$ cat src/rtl/irqv_pkg.sv
package irqv_pkg;
  typedef enum logic [1:0] {
    ARB_IDLE = 2'd0,
    ARB_RUN  = 2'd1,
    ARB_WON  = 2'd2
  } arb_state_e;
endpackage

$ cat src/rtl/irqv_pending.sv
module irqv_pending #(
  parameter int NUM_CH = 16,
  localparam int CH_W = (NUM_CH > 1) ? $clog2(NUM_CH) : 1
) (
  input  logic              clk,
  input  logic              rst_n,
  input  logic [NUM_CH-1:0] set_i,
  input  logic              clr_valid_i,
  input  logic [CH_W-1:0]   clr_idx_i,
  output logic [NUM_CH-1:0] pend_o
);
  logic [NUM_CH-1:0] clr_mask;
  logic [NUM_CH-1:0] pend_q;

  for (genvar g = 0; g < NUM_CH; g++) begin : g_clr
    assign clr_mask[g] = clr_valid_i && (clr_idx_i == CH_W'(g));
  end

  always_ff @(posedge clk or negedge rst_n) begin
    if (!rst_n) pend_q <= '0;
    else        pend_q <= (pend_q & ~clr_mask) | set_i;
  end

  assign pend_o = pend_q;

  AST_CLEAR_SERVICED: assert property (@(posedge clk) disable iff (!rst_n)
    (clr_valid_i && !set_i[clr_idx_i]) |=> !pend_o[$past(clr_idx_i)]);
  AST_SET_STICKS: assert property (@(posedge clk) disable iff (!rst_n)
    (set_i != '0) |=> ((pend_o & $past(set_i)) == $past(set_i)));
endmodule

$ cat src/rtl/irqv_prio.sv
module irqv_prio #(
  parameter int NUM_CH = 16,
  localparam int CH_W = (NUM_CH > 1) ? $clog2(NUM_CH) : 1
) (
  input  logic              clk,
  input  logic              rst_n,
  input  logic [NUM_CH-1:0] req_i,
  output logic              any_o,
  output logic [CH_W-1:0]   idx_o
);
  logic [NUM_CH-1:0] below;
  logic [NUM_CH-1:0] grant;

  assign below[0] = 1'b0;
  for (genvar g = 1; g < NUM_CH; g++) begin : g_below
    assign below[g] = below[g-1] | req_i[g-1];
  end
  assign grant = req_i & ~below;

  function automatic logic [CH_W-1:0] encode(input logic [NUM_CH-1:0] oh);
    logic [CH_W-1:0] r;
    r = '0;
    for (int i = 0; i < NUM_CH; i++) if (oh[i]) r = r | CH_W'(i);
    return r;
  endfunction

  assign any_o = |req_i;
  assign idx_o = encode(grant);

  AST_GRANT_ONEHOT: assert property (@(posedge clk) disable iff (!rst_n)
    $onehot0(grant));
  AST_GRANT_PENDING: assert property (@(posedge clk) disable iff (!rst_n)
    any_o |-> req_i[idx_o]);
endmodule

$ cat src/rtl/irqv_arbiter.sv
module irqv_arbiter
  import irqv_pkg::*;
#(
  parameter int ID_W   = 4,
  parameter int CH_W   = 4,
  parameter int BASE_W = 4,
  localparam int VEC_W = BASE_W + CH_W,
  localparam int IDX_W = (ID_W > 1) ? $clog2(ID_W) : 1
) (
  input  logic              clk,
  input  logic              rst_n,
  input  logic              start_i,
  input  logic              eligible_i,
  input  logic [ID_W-1:0]   id_i,
  input  logic [CH_W-1:0]   ch_i,
  input  logic [BASE_W-1:0] base_i,
  input  logic              bus_i,
  input  logic              ack_i,
  output logic              drive_o,
  output logic              vec_valid_o,
  output logic [VEC_W-1:0]  vec_o,
  output logic              done_o,
  output logic [CH_W-1:0]   done_ch_o,
  output arb_state_e        state_o
);
  arb_state_e        state_q;
  logic [IDX_W-1:0]  idx_q;
  logic              alive_q;
  logic              alive_nxt;
  logic              my_bit;
  logic              knocked_out;
  logic [ID_W-1:0]   id_q;
  logic [CH_W-1:0]   ch_q;
  logic [BASE_W-1:0] base_q;

  function automatic logic [VEC_W-1:0] make_vector(input logic [BASE_W-1:0] b,
                                                   input logic [CH_W-1:0] c);
    return {b, c};
  endfunction

  assign my_bit      = id_q[idx_q];
  assign knocked_out = !my_bit && bus_i;
  assign alive_nxt   = alive_q && !knocked_out;

  always_ff @(posedge clk or negedge rst_n) begin
    if (!rst_n) begin
      state_q <= ARB_IDLE;
      idx_q   <= '0;
      alive_q <= 1'b0;
      id_q    <= '0;
      ch_q    <= '0;
      base_q  <= '0;
    end else begin
      case (state_q)
        ARB_IDLE: if (start_i && eligible_i) begin
          state_q <= ARB_RUN;
          idx_q   <= IDX_W'(ID_W - 1);
          alive_q <= 1'b1;
          id_q    <= id_i;
          ch_q    <= ch_i;
          base_q  <= base_i;
        end
        ARB_RUN: begin
          alive_q <= alive_nxt;
          if (idx_q == '0) state_q <= alive_nxt ? ARB_WON : ARB_IDLE;
          else             idx_q   <= idx_q - 1'b1;
        end
        ARB_WON: if (ack_i) state_q <= ARB_IDLE;
        default: state_q <= ARB_IDLE;
      endcase
    end
  end

  assign drive_o     = (state_q == ARB_RUN) && alive_q && my_bit;
  assign vec_valid_o = (state_q == ARB_WON) && ack_i;
  assign vec_o       = vec_valid_o ? make_vector(base_q, ch_q) : '0;
  assign done_o      = vec_valid_o;
  assign done_ch_o   = ch_q;
  assign state_o     = state_q;

  AST_STAY_SILENT: assert property (@(posedge clk) disable iff (!rst_n)
    (state_q == ARB_RUN && knocked_out && idx_q != '0) |=> !drive_o);
  AST_LOSER_IDLES: assert property (@(posedge clk) disable iff (!rst_n)
    (state_q == ARB_RUN && !alive_q && idx_q == '0) |=> state_q == ARB_IDLE);
  AST_VEC_ONCE: assert property (@(posedge clk) disable iff (!rst_n)
    vec_valid_o |=> !vec_valid_o);
  AST_VEC_BASE_SET: assert property (@(posedge clk) disable iff (!rst_n)
    vec_valid_o |-> vec_o[VEC_W-1:CH_W] != '0);
endmodule

$ cat src/rtl/irqv_responder.sv
module irqv_responder
  import irqv_pkg::*;
#(
  parameter int NUM_CH = 16,
  parameter int ID_W   = 4,
  parameter int BASE_W = 4,
  localparam int CH_W  = (NUM_CH > 1) ? $clog2(NUM_CH) : 1,
  localparam int VEC_W = BASE_W + CH_W
) (
  input  logic              clk,
  input  logic              rst_n,
  input  logic [NUM_CH-1:0] ch_req_i,
  input  logic [NUM_CH-1:0] ch_en_i,
  input  logic              base_wr_i,
  input  logic [BASE_W-1:0] base_i,
  input  logic              id_wr_i,
  input  logic [ID_W-1:0]   id_i,
  input  logic              arb_start_i,
  input  logic              arb_bus_i,
  output logic              arb_drive_o,
  input  logic              ack_i,
  output logic [VEC_W-1:0]  vec_o,
  output logic              vec_valid_o,
  output logic              irq_o,
  output logic              cfg_err_o
);
  logic [BASE_W-1:0] base_q;
  logic [ID_W-1:0]   id_q;
  logic [NUM_CH-1:0] pend;
  logic [NUM_CH-1:0] enabled_pend;
  logic [NUM_CH-1:0] live_req;
  logic              base_set;
  logic              any_live;
  logic [CH_W-1:0]   sel_ch;
  logic              eligible;
  logic              done;
  logic [CH_W-1:0]   done_ch;
  arb_state_e        arb_state;

  always_ff @(posedge clk or negedge rst_n) begin
    if (!rst_n) begin
      base_q <= '0;
      id_q   <= '0;
    end else begin
      if (base_wr_i) base_q <= base_i;
      if (id_wr_i)   id_q   <= id_i;
    end
  end

  assign base_set     = (base_q != '0);
  assign enabled_pend = pend & ch_en_i;
  assign live_req     = base_set ? enabled_pend : '0;
  assign eligible     = any_live && (id_q != '0);

  irqv_pending #(.NUM_CH(NUM_CH)) u_pend (
    .clk(clk), .rst_n(rst_n), .set_i(ch_req_i),
    .clr_valid_i(done), .clr_idx_i(done_ch), .pend_o(pend)
  );

  irqv_prio #(.NUM_CH(NUM_CH)) u_prio (
    .clk(clk), .rst_n(rst_n), .req_i(live_req), .any_o(any_live), .idx_o(sel_ch)
  );

  irqv_arbiter #(.ID_W(ID_W), .CH_W(CH_W), .BASE_W(BASE_W)) u_arb (
    .clk(clk), .rst_n(rst_n), .start_i(arb_start_i), .eligible_i(eligible),
    .id_i(id_q), .ch_i(sel_ch), .base_i(base_q), .bus_i(arb_bus_i),
    .ack_i(ack_i), .drive_o(arb_drive_o), .vec_valid_o(vec_valid_o),
    .vec_o(vec_o), .done_o(done), .done_ch_o(done_ch), .state_o(arb_state)
  );

  assign irq_o     = any_live;
  assign cfg_err_o = !base_set && (enabled_pend != '0);

  AST_BASE_ZERO_MASK: assert property (@(posedge clk) disable iff (!rst_n)
    !base_set |-> !irq_o);
  AST_ZERO_ID_OUT: assert property (@(posedge clk) disable iff (!rst_n)
    (id_q == '0 && arb_state == ARB_IDLE) |=> arb_state == ARB_IDLE);
  AST_START_NEEDS_REQ: assert property (@(posedge clk) disable iff (!rst_n)
    (arb_state == ARB_IDLE && !irq_o) |=> arb_state == ARB_IDLE);
endmodule

$ cat config.mk
export PLATFORM = sky130hd
export DESIGN_NAME = irqv_responder
export DESIGN_NICKNAME = d
export VERILOG_FILES = /design/src/rtl/irqv_pkg.sv /design/src/rtl/irqv_pending.sv /design/src/rtl/irqv_prio.sv /design/src/rtl/irqv_arbiter.sv /design/src/rtl/irqv_responder.sv
export SDC_FILE = /design/constraint.sdc
export NUM_CORES = 1
export LEC_CHECK = 0
export BUFFER_PORTS_ARGS = -buffer_cell sky130_fd_sc_hd__buf_2
export CORE_UTILIZATION = 30
export CTS_CLUSTER_DIAMETER = 80
export DETAILED_ROUTE_END_ITERATION = 6
export GPL_TIMING_DRIVEN = 0
export PLACE_DENSITY = 0.5
export SLEW_MARGIN = 20
export SYNTH_ARGS = -nofsm -noshare
export SYNTH_HDL_FRONTEND = slang
export SYNTH_SLANG_ARGS = --single-unit
$ cat constraint.sdc
create_clock -name clk -period 1.6 [get_ports clk]
set_input_delay 0.16 -clock clk [delete_from_list [all_inputs] [get_ports clk]]
set_output_delay 0.16 -clock clk [all_outputs]
set_load 0.005 [all_outputs]
Word level (Yosys, flattened, before mapping)
Index checks and enable logic that the tools add are counted.

Register bits after elaboration: 41. Bits in latches: 0. RAM bits: 0. Memory bits (read-only): 0. Bits of input ports: 47. Output and inout port bits: 12. Logic and storage cells: 120. Memories kept: 0.

Add/sub/neg operators: 1. Multipliers: 0. Div/mod/pow operators: 0. Order comparisons: 1. Equality and inequality tests: 21. Shift operators: 0. Muxes and demuxes: 29. Bitwise gates (word level): 20. Reductions and logical operators: 39.

Operators by type and width (count): AND 16 bit (3); equality test 4 bit (second input constant) (8); 2-to-1 mux 4 bit (8); NOT 16 bit (2); logical AND 1 bit (24); equality test 4 x 3 -> 1 bit (second input constant) (4); 2-to-1 mux 16 bit (1); 2-to-1 mux 2 bit (8); bitwise OR 16 bit (1); nonzero test 16 bit (1); OR reduction 16 bit (1); bitwise OR 1 bit (14); 2-to-1 mux 3 bit (4); equality test 4 x 2 -> 1 bit (second input constant) (2); 2-to-1 mux 8 bit (1); nonzero test 4 bit (2); case mux 2 bit (3 select lines) (1); AND reduction 3 bit (2); equality test 4 x 1 -> 1 bit (second input constant) (1); zero test 2 bit (2); zero test 4 bit (1); != test 2 x 1 -> 1 bit (second input constant) (2); != test 2 bit (second input constant) (2); case mux 2 bit (2 select lines) (1); other kinds (10) (15).

Depth between registers and ports, before layout
Depth after elaboration: 33. Gate-level depth with buffers: 6. Mapped depth without buffers: 6.

By module
From an unflattened synthesis, not the netlist that was laid out.

Cell total of the unflattened synthesis: 226. Area, all modules: 2277.2 µm².

Modules (own cells, without submodules): irqv_arbiter (times used 1, cells each 66, area an instance 802.0 µm², sequential area each 425.4 µm²); irqv_pending (times used 1, cells each 70, area an instance 768.2 µm², sequential area each 400.4 µm²); irqv_responder (times used 1, cells each 57, area an instance 491.7 µm², sequential area each 200.2 µm²); irqv_prio (times used 1, cells each 33, area an instance 215.2 µm², sequential area each 0.0 µm²).

Worst setup path before layout
OpenSTA, ideal clock, no wires.

Kind: register to register. Start point: reg u_pend.pend_q[4], in the netlist u_pend.pend_o[4]. End point: reg u_arb.base_q[0]. Setup time: 0.125 ns. Arrival: 1.459 ns. Data required time: 1.475 ns. Setup slack: 0.016 ns. Stages on the path, launching flop included: 6. Buffers on the path: 1. Clock period less this slack: 1.584 ns. Path through: dfrtp_1 > a22oi_4 > nand4_2 > o21ai_2 > buf_6 > mux2_4.

Word-level cells in the longest chain between the ends: 6.

Ends and longest elaborated chain: start: declaration (line irqv_pending.sv:13) `logic [NUM_CH-1:0] pend_q;`; start signal: assignment (line irqv_pending.sv:21) `else pend_q <= (pend_q & ~clr_mask) | set_i;`; AND 16 bit (line irqv_responder.sv:51) `assign enabled_pend = pend & ch_en_i;`; 2-to-1 mux 16 bit (line irqv_responder.sv:52) `assign live_req = base_set ? enabled_pend : '0;`; OR reduction 16 bit (line irqv_prio.sv:27) `assign any_o = |req_i;`; logical AND 1 bit (line irqv_responder.sv:53) `assign eligible = any_live && (id_q != '0);`; logical AND 1 bit (line irqv_arbiter.sv:55) `ARB_IDLE: if (start_i && eligible_i) begin`; AND reduction 2 bit (no source line); end signal: assignment (line irqv_arbiter.sv:61) `base_q <= base_i;`; end: declaration (line irqv_arbiter.sv:34) `logic [BASE_W-1:0] base_q;`.

Every way passes these cells. A chain may end at the register's enable or synchronous reset.

Worst setup path in the final report
Start point: reg base_q[0]. End point: out cfg_err_o.

Word-level cells in the longest chain between the ends: 3.

Ends and longest elaborated chain: start: declaration (line irqv_responder.sv:27) `logic [BASE_W-1:0] base_q;`; start signal: assignment (line irqv_responder.sv:45) `if (base_wr_i) base_q <= base_i;`; nonzero test 4 bit (line irqv_responder.sv:50) `assign base_set = (base_q != '0);`; zero test 1 bit (line irqv_responder.sv:72) `assign cfg_err_o = !base_set && (enabled_pend != '0);`; logical AND 1 bit (line irqv_responder.sv:72); end: declaration (line irqv_responder.sv:25) `output logic cfg_err_o`.

Every way passes these cells.

==> flow_summary.ini <==
[status]
outcome = finished, violations left
failed_checks = setup timing

[global_routing]
vias_in_the_first_global_route = 1777
gr_ovfl_total = 0
grt_usage_pct = 14.7
grt_max_degree = 42
antenna_violations_before_repair = 0
wire_length_of_the_first_global_routing_pass_um = 8450

[drt]
detail_route.first_pass.iterations = 4
route.vias.total = 1763
drt_wl_total_um = 5410
routed_via_density = 4.70
detail_route.iter0.violations = 49
antenna_viol_nets_final = 0
wl_per_cell_um = 14.4
drc_errors = 0

[power_and_ir_drop]
vdd_drop_max_mv = 0.636
design_power_total_uw = 3500
power.density_cell_area_nw_per_um2 = 1160
static-leakage-power_uw = 0.00130

[timing]
finalHoldViolCount = 0
endpoints_failing_setup = 13
maxClockFrequency_ghz = 0.592
finClkSkew_ns = 0.00854
period_share_pct = 106
max_slew.worst_pin.slew_ns = 0.961
timing.max_slew.rel_slack_pct = 35.9
timing.final.max_slew_violations = 0
period_minus_slack_ns = 1.69
final.setup.worst_slack_ns = -0.0895
grt_setup_unrepaired = true

[logic_synthesis]
synth_top_area_share_pct = 47.9
synth_top_family_by_area = simple AND/OR/NAND/NOR gates
yosys-top-cells-area = sky130_fd_sc_hd__dfrtp_1 (48%), sky130_fd_sc_hd__mux2_4 (5.6%), sky130_fd_sc_hd__a21o_1 (4.2%)
yosys.area_share.simple_pct = 19.7
post_synth.cell_area_avg_sq_um = 11.5
synthDominantAreaCellType = sky130_fd_sc_hd__dfrtp_1
synth_fa_ha_area_share_pct = 0.584
mappedNetlistArea_sq_um = 2140
yosysWarningCount = 0
synthArstFlopShare_pct = 100
synth_compound_gate_area_share_pct = 18.7
synthMuxAreaShare_pct = 10.9
synth-seq-cells = 41
synth-seq-area-share_pct = 47.9
synth-xor-area-share_pct = 0
yosys.cell_types.count = 46
dominantRegCellSynth = sky130_fd_sc_hd__dfrtp_1
synth_net_count = 235
synth_common_cells = sky130_fd_sc_hd__dfrtp_1 (41), sky130_fd_sc_hd__nand2_1 (23), sky130_fd_sc_hd__a21o_1 (12), sky130_fd_sc_hd__nor2_1 (9)
number_of_enable_type_register_cells_in_the_synthesized_netlist = 0
yosysMostFrequentCell = sky130_fd_sc_hd__dfrtp_1
synthCells = 187

[clocking]
clock_tree.buffer_depth = 2
numCtsBuffers = 5
clock_pin_slew_on_the_worst_setup_and_hold_paths_ns = 0.09
h_tree_lvl_count = 2
insertion_delay_ns = 0.30
clkSinkCount = 41
cts_tree = done
buffer_cell_driving_the_clock_tree_root = sky130_fd_sc_hd__clkbuf_8
post_cts_hold_buffer_count = 0

[die]
die_x_um = 86.5
fp-row-count = 30
die_height_um = 86.5
core_area_sq_um = 6830
boundaryPins = 59
initial_utilization_pct = 31.4
die_area_sq_um = 7480

[setup_path]
timing.critical_path.max_delay_family = simple AND/OR/NAND/NOR gates
timing.critical_path.arrival_ns = 1.53
cell_by_cell_listing_of_the_critical_path = or4_4 > nor2_2 > buf_2
worst_path_largest_cell_delay_ns = 0.57
worst_path_max_delay_cell = sky130_fd_sc_hd__or4_4
rr_endpoint = u_arb.id_q[0]$_DFFE_PN0P_
critical_path_class = flop to primary output
reg2reg_setup_slack_ns = -0.06
worst_r2r_path_depth = 5
cp_max_fo = 4
worst_r2r_startpoint = u_pend.pend_o[8]$_DFF_PN0_
startpoint_type = flop
crit_path_end_kind = primary output
critPathRequiredTime_ns = 1.44
path_buf_inv = 1

[cells_and_area]
seq_area_sq_um = 1030
drive_above_1_share_pct = 52.3
finalNetCount = 326
final_cells = 375
total_area_of_multi_input_combinational_cells_sq_um = 1190
num-fill-cells = 698
antenna_cells_inserted = 0
syn_to_final_growth_pct = 41.1

[job]
drv.max_cap_violation_count = 0

[place]
gp_routability_congestion = 0.748
placedCellCount = 341
placement.io_buffers = 58
dp.final_hpwl_um = 3770

[hold_path]
hold_class = primary input to async pin
## what timing repair did
action	CTS	global route
gates resized for setup	13	20
setup buffers	14	10
endpoints found under the setup margin	14	22
cloned	1	2
pin swaps	13	13
## routing by layer
metal | up-vias | GRT usage [%] | routed length [um]
met3 | 4 | 3.14 | 218
met4 | 0 | 3.64 | 30
li1 | 868 | - | -
met5 | - | 0 | 0
met1 | 855 | 18.6 | 2420
met2 | 36 | 25.6 | 2740
## worst max-delay path by stage
stage / startpoint / to / slack, ns / cells after the start
floorplan: u_pend.pend_o[4]$_DFF_PN0_ / u_arb.base_q[0]$_DFFE_PN0P_ / 0.02 / 5
global placement: u_pend.pend_o[14]$_DFF_PN0_ / u_arb.id_q[2]$_DFFE_PN0P_ / -0.16 / 5
detailed placement: base_q[1]$_DFFE_PN0P_ / u_arb.base_q[0]$_DFFE_PN0P_ / -0.18 / 5
CTS: u_pend.pend_o[14]$_DFF_PN0_ / irq_o / -0.08 / 5
global route: u_pend.pend_o[11]$_DFF_PN0_ / irq_o / -0.14 / 5
finish: base_q[0]$_DFFE_PN0P_ / cfg_err_o / -0.09 / 3
## through the flow
step	instance area (sq um)	utilization, %	worst slack [ns]	setup TNS (ns)	hold slack, ns
floorplan	2140	-	0.0157	0	-0.136
global placement	2550	37.4	-0.162	-1.28	0.340
detailed placement	2550	37.4	-0.182	-1.45	0.344
CTS	2840	41.6	-0.0769	-0.604	0.0356
global route	3020	44.2	-0.138	-1.71	0.0421
finish	3020	44.2	-0.0895	-0.714	0.0183
## cell type report
cell class	count	area share (%)
clock buffers	6	2.73
flip-flops and latches	41	34.1
multi-input cells	138	39.2
plain buffers	2	0.538
inverters	6	0.745
repair buffers	84	17.5
clock inverters	2	1.24
well taps	96	3.97
## cells in the final DEF, fill, tap and decap left out, types with 3 or more instances in the layout
cell	n
sky130_fd_sc_hd__nand3b_1	5
sky130_fd_sc_hd__a22oi_2	7
sky130_fd_sc_hd__buf_6	5
sky130_fd_sc_hd__buf_4	21
sky130_fd_sc_hd__nand2b_1	4
sky130_fd_sc_hd__nand3_1	4
sky130_fd_sc_hd__inv_1	6
sky130_fd_sc_hd__nor2b_1	3
sky130_fd_sc_hd__clkbuf_8	6
sky130_fd_sc_hd__dfrtp_2	3
sky130_fd_sc_hd__buf_2	57
sky130_fd_sc_hd__a22oi_4	3
sky130_fd_sc_hd__mux2_2	8
sky130_fd_sc_hd__nor2_1	7
sky130_fd_sc_hd__mux2_4	8
sky130_fd_sc_hd__nand2_1	21
sky130_fd_sc_hd__a21o_1	12
sky130_fd_sc_hd__and2_1	7
sky130_fd_sc_hd__a21oi_1	3
sky130_fd_sc_hd__dfrtp_1	38
sky130_fd_sc_hd__nand4_1	4
## registers in the layout, indices dropped and copies added (netlist names)
signal,flops
u_arb.idx_q,2
u_arb.alive_q,1
id_q,4
u_pend.pend_o,16
u_arb.base_q,4
base_q,4
u_arb.state_o,2
u_arb.id_q,4
u_arb.done_ch_o,4
## where the power goes
group	internal, uW	switching, uW
sequential	1250	176
combinational	666	510
clock	508	388
## kinds of logic after synthesis
| logic type | count (synthesis) |
|---|---|
| AND/OR/NAND/NOR | 74 |
| buffers and inverters | 9 |
| AO/OA/AOI/OAI | 45 |
| multiplexers | 17 |
| adder cells (fa/ha/maj) | 1 |
| flip-flops | 41 |
No activity file was read; power rests on OpenSTA's default activity.
